**config.mk**
```make
export PLATFORM = sky130hd
export DESIGN_NAME = nand_fifo_engine
export DESIGN_NICKNAME = d
export VERILOG_FILES = /design/src/rtl/nfe_pkg.sv /design/src/rtl/nfe_fifo.sv /design/src/rtl/nfe_regs.sv /design/src/rtl/nfe_ctrl.sv /design/src/rtl/nand_fifo_engine.sv
export SDC_FILE = /design/constraint.sdc
export NUM_CORES = 1
export LEC_CHECK = 0
export BUFFER_PORTS_ARGS = -buffer_cell sky130_fd_sc_hd__buf_2
export CORE_ASPECT_RATIO = 0.7
export CORE_MARGIN = 3
export CORE_UTILIZATION = 40
export CTS_BUF_LIST = sky130_fd_sc_hd__clkbuf_2
export CTS_CLUSTER_SIZE = 24
export DETAILED_ROUTE_END_ITERATION = 8
export PLACE_DENSITY = 0.56
export SLEW_MARGIN = 20
export SYNTH_ARGS = -nofsm -noshare
export SYNTH_HDL_FRONTEND = slang
export SYNTH_HIERARCHICAL = 1
export SYNTH_SLANG_ARGS = --single-unit
```
**constraint.sdc**
```tcl
create_clock -name clk -period 5.2 [get_ports clk]
set_clock_uncertainty 0.1 [all_clocks]
set_input_delay 0.52 -clock clk [delete_from_list [all_inputs] [get_ports clk]]
set_output_delay 0.52 -clock clk [all_outputs]
set_load 0.1 [all_outputs]
```
**src/rtl/nfe_pkg.sv**
```systemverilog
package nfe_pkg;

    localparam int CS_W  = 3;
    localparam int THR_W = 7;
    localparam int CNT_W = 14;

    localparam logic [2:0] A_CFG  = 3'd0;
    localparam logic [2:0] A_CNT  = 3'd1;
    localparam logic [2:0] A_CTL  = 3'd2;
    localparam logic [2:0] A_STAT = 3'd3;
    localparam logic [2:0] A_IST  = 3'd4;
    localparam logic [2:0] A_IEN  = 3'd5;

    typedef struct packed {
        logic [CS_W-1:0]  cs;
        logic [THR_W-1:0] thr;
        logic             en;
        logic             dma_en;
        logic             wr_mode;
    } cfg_t;

    typedef enum logic {ST_IDLE, ST_FILL} seq_t;

    localparam cfg_t CFG_RESET = '{cs: '0, thr: 7'h40, en: 1'b0, dma_en: 1'b0, wr_mode: 1'b0};

    function automatic cfg_t cfg_unpack(input logic [31:0] w);
        cfg_t c;
        c.wr_mode = w[0];
        c.dma_en  = w[2];
        c.en      = w[7];
        c.thr     = w[14:8];
        c.cs      = w[26:24];
        return c;
    endfunction

    function automatic logic [31:0] cfg_pack(input cfg_t c);
        logic [31:0] w;
        w        = '0;
        w[0]     = c.wr_mode;
        w[2]     = c.dma_en;
        w[7]     = c.en;
        w[14:8]  = c.thr;
        w[26:24] = c.cs;
        return w;
    endfunction

    // Burst size: smaller of free space and remaining count; a 16-bit device
    // only fetches whole halfwords unless the burst finishes the transfer.
    function automatic logic [CNT_W-1:0] burst_len(input logic [CNT_W-1:0] free,
                                                   input logic [CNT_W-1:0] rem,
                                                   input logic wide);
        logic [CNT_W-1:0] b;
        b = (free < rem) ? free : rem;
        if (wide && (b < rem)) b[0] = 1'b0;
        return b;
    endfunction

endpackage

```
**src/rtl/nfe_fifo.sv**
```systemverilog
module nfe_fifo #(
    parameter int DEPTH = 64,
    localparam int PTR_W = $clog2(DEPTH),
    localparam int OCC_W = PTR_W + 1
) (
    input  logic             clk,
    input  logic             rst,
    input  logic             flush,
    input  logic             push,
    input  logic             push_two,
    input  logic [15:0]      push_data,
    input  logic             pop_req,
    input  logic             zero_rd,
    output logic [OCC_W-1:0] count,
    output logic [7:0]       rdata
);
    logic [7:0]       mem [DEPTH];
    logic [PTR_W-1:0] rptr, wptr;
    logic             pop;
    logic [OCC_W-1:0] n_in, n_out;

    always_comb begin
        pop   = pop_req && (count != '0);
        n_in  = push ? (push_two ? OCC_W'(2) : OCC_W'(1)) : '0;
        n_out = pop ? OCC_W'(1) : '0;
    end

    always_ff @(posedge clk) begin
        if (push) begin
            mem[wptr] <= push_data[7:0];
            if (push_two) mem[wptr + PTR_W'(1)] <= push_data[15:8];
        end
    end

    always_ff @(posedge clk) begin
        if (rst) begin
            rptr  <= '0;
            wptr  <= '0;
            count <= '0;
            rdata <= '0;
        end else begin
            if (zero_rd)  rdata <= 8'h00;
            else if (pop) rdata <= mem[rptr];
            if (flush) begin
                rptr  <= '0;
                wptr  <= '0;
                count <= '0;
            end else begin
                if (push) wptr <= wptr + (push_two ? PTR_W'(2) : PTR_W'(1));
                if (pop)  rptr <= rptr + PTR_W'(1);
                count <= count + n_in - n_out;
            end
        end
    end

    assert_no_overflow_R3: assert property (@(posedge clk) disable iff (rst)
        count <= OCC_W'(DEPTH));
    assert_push_room_R3: assert property (@(posedge clk) disable iff (rst)
        push |-> ({1'b0, count} + {1'b0, n_in} <= (OCC_W+1)'(DEPTH)));
    assert_empty_repeat_R5: assert property (@(posedge clk) disable iff (rst)
        (pop_req && !zero_rd && count == '0) |=> $stable(rdata));
endmodule

```
**src/rtl/nfe_regs.sv**
```systemverilog
module nfe_regs
    import nfe_pkg::*;
#(
    parameter int OCC_W = 7
) (
    input  logic             clk,
    input  logic             rst,
    input  logic             reg_wr,
    input  logic [2:0]       reg_addr,
    input  logic [31:0]      reg_wdata,
    output logic [31:0]      reg_rdata,
    input  logic             running,
    input  logic [CNT_W-1:0] rem,
    input  logic [OCC_W-1:0] ptr_view,
    input  logic             thr_flag,
    input  logic             tc_pulse,
    output cfg_t             cfg,
    output logic [CNT_W-1:0] xfer,
    output logic             start_set,
    output logic             start_clr,
    output logic             irq
);
    logic [1:0] ien_q, ist_q, w1c;

    always_comb begin
        start_set = reg_wr && reg_addr == A_CTL && reg_wdata[0] && !running;
        start_clr = reg_wr && reg_addr == A_CTL && !reg_wdata[0] && running;
        w1c       = (reg_wr && reg_addr == A_IST) ? reg_wdata[1:0] : 2'b00;
        irq       = |(ist_q & ien_q);
    end

    always_ff @(posedge clk) begin
        if (rst) begin
            cfg   <= CFG_RESET;
            xfer  <= '0;
            ien_q <= '0;
            ist_q <= '0;
        end else begin
            if (reg_wr && reg_addr == A_CFG && !running) cfg  <= cfg_unpack(reg_wdata);
            if (reg_wr && reg_addr == A_CNT && !running) xfer <= reg_wdata[CNT_W-1:0];
            if (reg_wr && reg_addr == A_IEN) ien_q <= reg_wdata[1:0];
            ist_q <= (ist_q & ~w1c) | {tc_pulse, thr_flag};
        end
    end

    always_comb begin
        reg_rdata = '0;
        case (reg_addr)
            A_CFG:  reg_rdata = cfg_pack(cfg);
            A_CNT:  reg_rdata[CNT_W-1:0] = xfer;
            A_CTL:  reg_rdata[0] = running;
            A_STAT: begin
                reg_rdata[24 +: OCC_W] = ptr_view;
                reg_rdata[16]          = thr_flag;
                reg_rdata[CNT_W-1:0]   = rem;
            end
            A_IST:  reg_rdata[1:0] = ist_q;
            A_IEN:  reg_rdata[1:0] = ien_q;
            default: reg_rdata = '0;
        endcase
    end

    assert_cfg_lock_R2: assert property (@(posedge clk) disable iff (rst)
        running |=> ($stable(cfg) && $stable(xfer)));
    assert_w1c_R13: assert property (@(posedge clk) disable iff (rst)
        (reg_wr && reg_addr == A_IST && reg_wdata[1] && !tc_pulse) |=> !ist_q[1]);
endmodule

```
**src/rtl/nfe_ctrl.sv**
```systemverilog
module nfe_ctrl
    import nfe_pkg::*;
#(
    parameter int DEPTH = 64,
    parameter int OCC_W = 7
) (
    input  logic             clk,
    input  logic             rst,
    input  cfg_t             cfg,
    input  logic [CNT_W-1:0] xfer,
    input  logic             start_set,
    input  logic             start_clr,
    input  logic             wide,
    input  logic             fifo_rd,
    input  logic             fifo_wr,
    input  logic [7:0]       fifo_wdata,
    input  logic [OCC_W-1:0] count,
    output logic             start_q,
    output logic [CNT_W-1:0] rem_q,
    output logic             push,
    output logic             push_two,
    output logic             flush,
    output logic             pop_req,
    output logic             zero_rd,
    output logic [OCC_W-1:0] ptr_view,
    output logic             thr_flag,
    output logic             tc_pulse,
    output logic             dma_req,
    output logic             nand_rd,
    output logic             nand_wr,
    output logic [15:0]      nand_wdata
);
    seq_t             state;
    logic [CNT_W-1:0] burst_q, free, blen, step, dec;
    logic             held_q, trig, fill, accept, burst_end, pop_ok;
    logic [7:0]       hold_byte, drained;

    always_comb begin
        free      = CNT_W'(DEPTH) - CNT_W'(count);
        blen      = burst_len(free, rem_q, wide);
        fill      = (state == ST_FILL);
        trig      = start_q && !cfg.wr_mode && !fill && rem_q != '0
                    && free >= CNT_W'(cfg.thr) && blen != '0;
        push_two  = fill && wide && burst_q >= CNT_W'(2);
        push      = fill;
        nand_rd   = fill;
        step      = push_two ? CNT_W'(2) : CNT_W'(1);
        burst_end = fill && burst_q == step;
        accept    = fifo_wr && cfg.en && cfg.wr_mode && rem_q != '0;
        dec       = fill ? step : (accept ? CNT_W'(1) : '0);
        tc_pulse  = start_q && !start_clr && dec != '0 && rem_q == dec;
        flush     = start_set && !cfg.wr_mode;
        pop_req   = fifo_rd && cfg.en && !cfg.wr_mode;
        zero_rd   = fifo_rd && cfg.en && cfg.wr_mode;
        pop_ok    = pop_req && count != '0;
        ptr_view  = cfg.wr_mode ? (OCC_W'(DEPTH) - OCC_W'(held_q)) : count;
        thr_flag  = 8'(ptr_view) >= 8'(cfg.thr);
    end

    always_ff @(posedge clk) begin
        if (rst) begin
            start_q    <= 1'b0;
            rem_q      <= '0;
            state      <= ST_IDLE;
            burst_q    <= '0;
            held_q     <= 1'b0;
            hold_byte  <= '0;
            nand_wr    <= 1'b0;
            nand_wdata <= '0;
        end else begin
            nand_wr <= 1'b0;
            if (start_clr) begin
                start_q <= 1'b0;
                rem_q   <= '0;
                state   <= ST_IDLE;
                burst_q <= '0;
            end else if (start_set) begin
                start_q <= 1'b1;
                rem_q   <= xfer;
                held_q  <= 1'b0;
                state   <= ST_IDLE;
            end else begin
                if (trig) begin
                    state   <= ST_FILL;
                    burst_q <= blen;
                end
                if (fill) begin
                    burst_q <= burst_q - step;
                    if (burst_end) state <= ST_IDLE;
                end
                if (dec != '0) rem_q <= rem_q - dec;
                if (tc_pulse) start_q <= 1'b0;
                if (accept) begin
                    if (wide && !held_q) begin
                        held_q    <= 1'b1;
                        hold_byte <= fifo_wdata;
                    end else begin
                        held_q     <= 1'b0;
                        nand_wr    <= 1'b1;
                        nand_wdata <= wide ? {fifo_wdata, hold_byte} : {8'h00, fifo_wdata};
                    end
                end
            end
        end
    end

    always_ff @(posedge clk) begin
        if (rst || start_set) begin
            dma_req <= 1'b0;
            drained <= '0;
        end else if (burst_end && !start_clr) begin
            dma_req <= cfg.dma_en;
            drained <= '0;
        end else if (dma_req && pop_ok) begin
            drained <= drained + 8'd1;
            if (drained + 8'd1 >= 8'(cfg.thr) || count == OCC_W'(1)) dma_req <= 1'b0;
        end
    end

    assert_tc_stop_R8: assert property (@(posedge clk) disable iff (rst)
        tc_pulse |=> !start_q);
    assert_fetch_mode_R11: assert property (@(posedge clk) disable iff (rst)
        nand_rd |-> !cfg.wr_mode);
    assert_stop_zero_R12: assert property (@(posedge clk) disable iff (rst)
        start_clr |=> (rem_q == '0 && !nand_rd));
    assert_no_dma_wr_R6: assert property (@(posedge clk) disable iff (rst)
        cfg.wr_mode |-> !nand_rd);
endmodule

```
**src/rtl/nand_fifo_engine.sv**
```systemverilog
module nand_fifo_engine
    import nfe_pkg::*;
#(
    parameter int DEPTH = 64,
    localparam int NCS   = 1 << CS_W,
    localparam int OCC_W = $clog2(DEPTH) + 1
) (
    input  logic            clk,
    input  logic            rst,
    input  logic            reg_wr,
    input  logic [2:0]      reg_addr,
    input  logic [31:0]     reg_wdata,
    output logic [31:0]     reg_rdata,
    input  logic            fifo_rd,
    output logic [7:0]      fifo_rdata,
    input  logic            fifo_wr,
    input  logic [7:0]      fifo_wdata,
    input  logic [NCS-1:0]  cs_wide,
    output logic [CS_W-1:0] nand_cs,
    output logic            nand_rd,
    input  logic [15:0]     nand_rdata,
    output logic            nand_wr,
    output logic [15:0]     nand_wdata,
    output logic            dma_req,
    output logic            irq
);
    cfg_t             cfg;
    logic [CNT_W-1:0] xfer, rem;
    logic             start_set, start_clr, running, thr_flag, tc_pulse;
    logic             push, push_two, flush, pop_req, zero_rd;
    logic [OCC_W-1:0] count, ptr_view;

    assign nand_cs = cfg.cs;

    nfe_regs #(.OCC_W(OCC_W)) u_regs (
        .clk(clk), .rst(rst), .reg_wr(reg_wr), .reg_addr(reg_addr),
        .reg_wdata(reg_wdata), .reg_rdata(reg_rdata), .running(running),
        .rem(rem), .ptr_view(ptr_view), .thr_flag(thr_flag), .tc_pulse(tc_pulse),
        .cfg(cfg), .xfer(xfer), .start_set(start_set), .start_clr(start_clr),
        .irq(irq)
    );

    nfe_ctrl #(.DEPTH(DEPTH), .OCC_W(OCC_W)) u_ctrl (
        .clk(clk), .rst(rst), .cfg(cfg), .xfer(xfer), .start_set(start_set),
        .start_clr(start_clr), .wide(cs_wide[cfg.cs]), .fifo_rd(fifo_rd),
        .fifo_wr(fifo_wr), .fifo_wdata(fifo_wdata), .count(count),
        .start_q(running), .rem_q(rem), .push(push), .push_two(push_two),
        .flush(flush), .pop_req(pop_req), .zero_rd(zero_rd), .ptr_view(ptr_view),
        .thr_flag(thr_flag), .tc_pulse(tc_pulse), .dma_req(dma_req),
        .nand_rd(nand_rd), .nand_wr(nand_wr), .nand_wdata(nand_wdata)
    );

    nfe_fifo #(.DEPTH(DEPTH)) u_fifo (
        .clk(clk), .rst(rst), .flush(flush), .push(push), .push_two(push_two),
        .push_data(nand_rdata), .pop_req(pop_req), .zero_rd(zero_rd),
        .count(count), .rdata(fifo_rdata)
    );
endmodule

```
==> summary.md, run 1 <==
| Metric | Value |
|---|---|
| Ratio of cells with drive above 1 in the final layout | `38.6%` |
| Distinct cells, synth | `90` |
| Critical Path Start Type | `register` |
| Routability cong. | `0.904` |
| Synth Instances | `2713` |
| Pins Over Slew Limit | `0` |
| Period utilisation layout | `95.5%` |
| Setup Fix Bufs, Post-CTS | `0` |
| Initial DRC Count | `2921` |
| Power consumption | `10900 uW` |
| Routed len/inst | `26.1 um` |
| Initial antenna violation count | `2` |
| Fmax | `0.201 GHz` |
| Worst Path Required | `6280 ps` |
| P_leak | `0.0138 uW` |
| Setup TNS | `0 ps` |
| H-tree Lvls | `4` |
| Yosys warns | `6` |
| Max_cap viols | `0` |
| Flops & latches, synth | `635` |
| Worst hold slack | `226 ps` |
| Min-delay worst type | `in2reg` |
| Number of fill cells | `7785` |
| Clk pwr share | `33.2%` |
| Worst-path maximum fanout | `13` |
| Clk_lat worst skew | `1450 ps` |
| Pin count of the biggest net entering global routing | `104` |
| Vias in the first global route | `25003` |
| EDFF count, synth | `512` |
| Critical Path AT | `6040 ps` |
| Final hold vios | `0` |
| Most common cell after layout, fill and taps aside | `mux2_2` |
| GRT overflow | `0` |
| Peak supply drop | `262 uV` |
| Pre-CTS setup slack | `228 ps` |
| Die Width | `361 um` |
| Status | `complete, no violations` |
| Max clock buf depth | `3` |
| PnR worst setup slack | `235 ps` |
| Routed vias/inst | `5.86` |
| Die ar. | `91900 um^2` |
| DIE HEIGHT | `255 um` |
| Post-layout util | `45.9%` |
| Flop pwr share | `50.6%` |
| Drt first pass iters | `5` |
| Core Region | `86800 um^2` |
| Max_slew headroom | `24.9%` |
| CTS buffer count | `163` |
| PD cells | `274 nW/um^2` |
| Netlist Area Pre-Place | `35300 um^2` |
| Tmin final | `4960 ps` |
| Final-report setup violation count | `0` |
| Slew @ Worst Pin | `1120 ps` |
| DRC | `0` |
| Root Buffer | `clkbuf_2` |
| P&R area growth vs syn | `12.9%` |
| Clk slew on worst S/H paths | `110 ps` |
| Psw | `3200 uW` |
| Global-route wire length before repair | `165 mm` |
| DRT Wirelength | `111 mm` |
| CTS tree | `yes` |
| Sequential area share after synthesis | `50.5%` |
| Int Pwr | `7710 uW` |
| Sw Share | `29.4%` |
| Main flop type after synthesis | `edfxtp_1` |
| Critical path class | `reg2reg` |
| Syn Area/Cell | `13.0 um^2` |
| Row count | `90` |
| Post-route ant nets | `0` |
| Comb power frac | `16.2%` |
| Hpwl dp | `70.4 mm` |
| TritonCTS Sinks | `635` |
| Final nets | `3135` |
| Crit end category | `register` |
| Commonest non-fill, non-tap cells in the layout | `520 x mux2_2, 512 x edfxtp_1, 239 x clkbuf_2` |
| RSZ-0062 raised after global routing | `false` |
| Number of port buffers | `111` |
| I/O pins | `135` |
| Total track usage | `24.0%` |
| Initial core utilization | `40.7%` |
| Via Count | `25013` |
| Synth async-reset ratio | `0%` |
what timing repair did:
action / CTS / global route
hold endpoints to repair: 564 / 0
hold buffers: 106 / 0
setup endpoints to repair: 0 / 16
resized for setup: 0 / 10
cell families (layout without fill, tap and decap cells):
group	after synthesis	after routing	share of synthesized area, %
compound gates	342	342	6.47
xor+xnor	43	43	1.17
fa+ha+maj	72	72	2.64
buf+inv	290	683	3.65
flops	635	635	50.5
mux	780	780	26.9
other cells	1	14	0.0106
simple gates	550	550	8.61
power by group through the flow:
stage / clock, uW / combinational [uW] / sequential [uW]
finish: 3620 / 1770 / 5520
global route: 3980 / 1930 / 5530
CTS: 3750 / 1720 / 5520
detailed placement: 0 / 1650 / 5640
global placement: 0 / 1620 / 5640
floorplan: 0 / 1150 / 5650
worst paths after layout:
check / start / slack (ps) / cells after the start / to
min reg2reg: u_ctrl/nand_wdata[9] / 360 / 2 / u_ctrl/nand_wdata[9]
min: rst / 230 / 4 / u_regs/xfer[12]
max: u_regs/cfg[10] / 240 / 12 / u_fifo/mem[11][0]
max reg2reg: u_regs/cfg[10] / 240 / 12 / u_fifo/mem[11][0]
cell usage after synthesis (all sizes together) (11+ instances only):
library cell	number	area (um^2)
ha	68	851
xnor2	27	255
inv	61	229
a21o	24	180
xor2	16	159
buf	89	533
and3	11	68.8
edfxtp	512	15400
nor3	31	220
or3	19	124
a22oi	19	156
mux4	82	1850
nand2	114	548
a211oi	25	193
nor2	190	881
nor4	22	159
nand3	51	283
a32o	12	120
o21ai	76	380
mux2i	171	1710
nand2b	45	282
dfxtp	123	2460
o22ai	62	394
mux2	527	5930
a21oi	63	319
nor2b	19	119
clkbuf	140	526
worst max-delay path: stages (launching register included):
cell	delay [ps]
dfxtp_2	370
mux4_1	320
dlygate4sd3_1	550
mux2_4	290
inv_1	150
or3_1	470
inv_1	230
nand3_1	240
nor2_1	220
nand2_1	500
nor2_4	460
mux2_2	370
dlygate4sd3_1	560
final cells by class:
cell class              instances  area, um^2  area share [%]
clock buffers                 239        1200            3.00
inverters                      61         229           0.575
clock inverters                49         313           0.785
flip-flops and latches        635       17800            44.8
multi-input cells            1796       16300            40.8
well taps                    1150        1440            3.61
repair buffers                334        2560            6.42
diodes                          5        12.5          0.0314
per-layer routing:
layer  routed length [um]  part of all wire, %  GRT usage, %
met1                51400                   46          35.8
met2                47900                   43          35.2
met3                 9600                  8.6          5.08
met4                 2460                  2.2          6.90
met5                    0                    0             0
metrics by stage:
stage	area, um^2	std cells
after floorplan	35300	2721
after global placement	37200	3870
after detailed placement	37200	3870
after CTS	39800	4264
after global routing	39800	4269
final	39800	4269
registers in the layout, indices dropped and copies added (netlist names), 2 cells and up:
register           flops
u_regs/xfer           14
u_fifo/rdata           8
u_ctrl/rem_q          14
u_fifo/wptr            6
u_regs/ien_q           2
u_ctrl/hold_byte       8
u_ctrl/burst_q        14
u_fifo/rptr            6
u_fifo/mem           512
u_ctrl/drained         8
u_fifo/count           7
u_regs/cfg            13
u_ctrl/nand_wdata     16
u_regs/ist_q           2
(Power assumes the default switching activity.)
==> run 2: changes to the inputs <==
--- a/config.mk
+++ b/config.mk
@@ -13,6 +13,7 @@
 export CTS_CLUSTER_SIZE = 24
 export DETAILED_ROUTE_END_ITERATION = 8
 export PLACE_DENSITY = 0.56
+export REMOVE_ABC_BUFFERS = 1
 export SLEW_MARGIN = 20
 export SYNTH_ARGS = -nofsm -noshare
 export SYNTH_HDL_FRONTEND = slang
==> run 2 against run 1 <==
Compared with the run above:
- global-route usage increased by 0.064 points
- highest routed layer unchanged
- critical endpoint is now u_ctrl/burst_q[12]
- largest power group unchanged
- combinational power increased by 7%
- clock-buffer cell count increased by 4
==> summary.md, run 2 (synthesis results as in run 1) <==
| Metric | Value |
|---|---|
| Period utilisation layout | `92.3% (-3.2 points)` |
| Global-route wire length before repair | `164 mm (about the same)` |
| Routed met2 length | `46.6 mm (-2.6%)` |
| Critical Path Start Type | `register` |
| Number of port buffers | `111 (unchanged)` |
| Most common cell after layout, fill and taps aside | `mux2_2` |
| Number of fill cells | `7802 (+0.22%)` |
| Largest register FFs | `512 (unchanged)` |
| Worst hold slack | `163 ps (-63.6 ps)` |
| Worst-path maximum fanout | `13 (unchanged)` |
| Ratio of cells with drive above 1 in the final layout | `39.6% (+1.1 points)` |
| Hpwl dp | `72.2 mm (+2.6%)` |
| Final-report setup violation count | `0 (unchanged)` |
| Power consumption | `11000 uW (+0.95%)` |
| Commonest non-fill, non-tap cells in the layout | `521 x mux2_2, 512 x edfxtp_1, 243 x clkbuf_2` |
| Final Instance Area | `40000 um^2 (+0.40%)` |
| PnR worst setup slack | `402 ps (+167 ps)` |
| Die Width | `361 um (unchanged)` |
| Area after DPL | `37500 um^2 (+0.77%)` |
| I/O pins | `135 (unchanged)` |
| Die ar. | `91900 um^2 (unchanged)` |
| Pins Over Slew Limit | `0 (unchanged)` |
| Multi-input gate area | `16300 um^2 (+0.14%)` |
| Post-route ant nets | `0 (unchanged)` |
| Vias in the first global route | `24742 (-1.0%)` |
| Tmin final | `4800 ps (-167 ps)` |
| DRC | `0 (unchanged)` |
| Max clock buf depth | `3 (unchanged)` |
| Met3 wire len | `11.9 mm (+24%)` |
| Max_slew headroom | `23.1% (-1.8 points)` |
| Total track usage | `24.1% (+0.064 points)` |
| DRT Wirelength | `112 mm (+0.47%)` |
| Row count | `90 (unchanged)` |
| H-tree Lvls | `4 (unchanged)` |
| DIE HEIGHT | `255 um (unchanged)` |
| Pin count of the biggest net entering global routing | `74 (-29%)` |
| Slew @ Worst Pin | `1120 ps (-0.188 ps)` |
| PD cells | `275 nW/um^2 (+0.55%)` |
| Peak supply drop | `169 uV (-36%)` |
| CTS buffer count | `160 (-1.8%)` |
| Critical path class | `reg2reg` |
| Initial DRC Count | `2493 (-15%)` |
| Status | `complete, no violations` |
| Initial antenna violation count | `4 (+2)` |
| Max_cap viols | `0 (unchanged)` |
| CTS tree | `yes` |
| Routability cong. | `0.929 (+2.7%)` |
| P_leak | `0.0139 uW (+0.94%)` |
| Top Registers | `u_fifo/mem: 512 flops, u_ctrl/nand_wdata: 16 flops` |
| Core Region | `86800 um^2 (unchanged)` |
| Final nets | `3158 (+0.73%)` |
| Clk_lat worst skew | `1400 ps (-50 ps)` |
| RSZ-0062 raised after global routing | `false` |
| Worst Path Required | `6330 ps (+50 ps)` |
| Initial core utilization | `40.7% (unchanged)` |
| Fmax | `0.208 GHz (+3.5%)` |
| P&R area growth vs syn | `13.4%` |
| Final hold vios | `0 (unchanged)` |
| Top reg by flops | `u_fifo/mem` |
| TritonCTS Sinks | `635 (unchanged)` |
| Critical Path AT | `5930 ps (-110 ps)` |
| Sequential Area | `17800 um^2 (unchanged)` |
| Routed vias/inst | `5.85 (-0.15%)` |
| Routed len/inst | `26.1 um (about the same)` |
| Post-layout util | `46.1% (+0.18 points)` |
| Drt first pass iters | `5 (unchanged)` |
| Clk slew on worst S/H paths | `100 ps (about the same)` |
| Root Buffer | `clkbuf_2` |
| Crit end category | `register` |
| Via Count | `25111 (+0.39%)` |
| Met1 WL | `51.6 mm (+0.39%)` |
| Pre-CTS setup slack | `93.6 ps (-135 ps)` |
| GRT overflow | `0 (unchanged)` |
| Uppermost layer routed | `met4` |
| Min-delay worst type | `in2reg` |
[run 2: changes by cell type in the layout (fill, tap and decap cells not counted), moves of 2 or more]
cell and change:
a2111oi_0 -2, a2111oi_1 +2, buf_12 -2, buf_4 +42
clkbuf_2 +4, clkinv_1 -10, clkinvlp_4 +3, diode_2 +4
dlygate4sd3_1 -14, inv_2 -5, o21ai_0 +2, o21ai_1 -2
[run 2: report_power, final]
| part | leakage [uW] | switching, uW | internal, uW |
|---|---|---|---|
| clock network | 0.00112 | 2160 | 1440 |
| logic | 0.00719 | 1050 | 847 |
| registers | 0.00560 | 29.0 | 5490 |
[run 2: path summary, 6_finish.rpt]
kind / end / startpoint / slack, ps / depth (start not counted)
max reg2reg: u_ctrl/burst_q[12] / u_fifo/count[0] / 400 / 21
max: u_ctrl/burst_q[12] / u_fifo/count[0] / 400 / 21
min: u_ctrl/nand_wdata[14] / cs_wide[5] / 160 / 6
min reg2reg: u_ctrl/nand_wdata[14] / u_ctrl/nand_wdata[14] / 360 / 2
[run 2: stage by stage]
stage                     setup TNS, ps  cells
final                                 0   4292
after global routing                  0   4288
after CTS                             0   4283
after detailed placement              0   3910
after global placement            -2880   3910
after floorplan                  -16110   2492
[run 2: area by class of cell]
type                       instances  area share [%]
timing repair buffer             360            6.73
inverter                          61           0.572
sequential                       635            44.6
tap                             1150            3.60
clock buffer                     243            3.04
clock inverter                    38           0.707
multi-input combinational       1796            40.7
antenna                            9          0.0563
[run 2: critical path: stages (launching register included)]
cell	delay [ps]
dfxtp_1	340
inv_1	60
ha_1	250
and3_1	220
xnor2_1	320
ha_1	250
o21ai_0	90
a21oi_1	160
nand2_1	90
o21ai_2	340
buf_4	260
nor2b_4	70
buf_4	140
a21o_1	170
ha_1	290
a21o_1	170
a21o_1	170
a211oi_1	210
o21ai_1	170
a211oi_2	360
nor3_4	140
a32o_1	250
[run 2: what timing repair did]
action / CTS / global route
hold buffers: 92 / 0
endpoints found under the hold margin: 543 / 0
setup buffers: 0 / 0
endpoints found under the setup margin: 0 / 16
resized for setup: 0 / 8
[run 2: metal layers]
metal,vias to the layer above,GRT usage [%]
met3,141,6.89
met2,1205,34.1
met5,-,0
met4,0,6.29
met1,12769,35.9
li1,10996,-
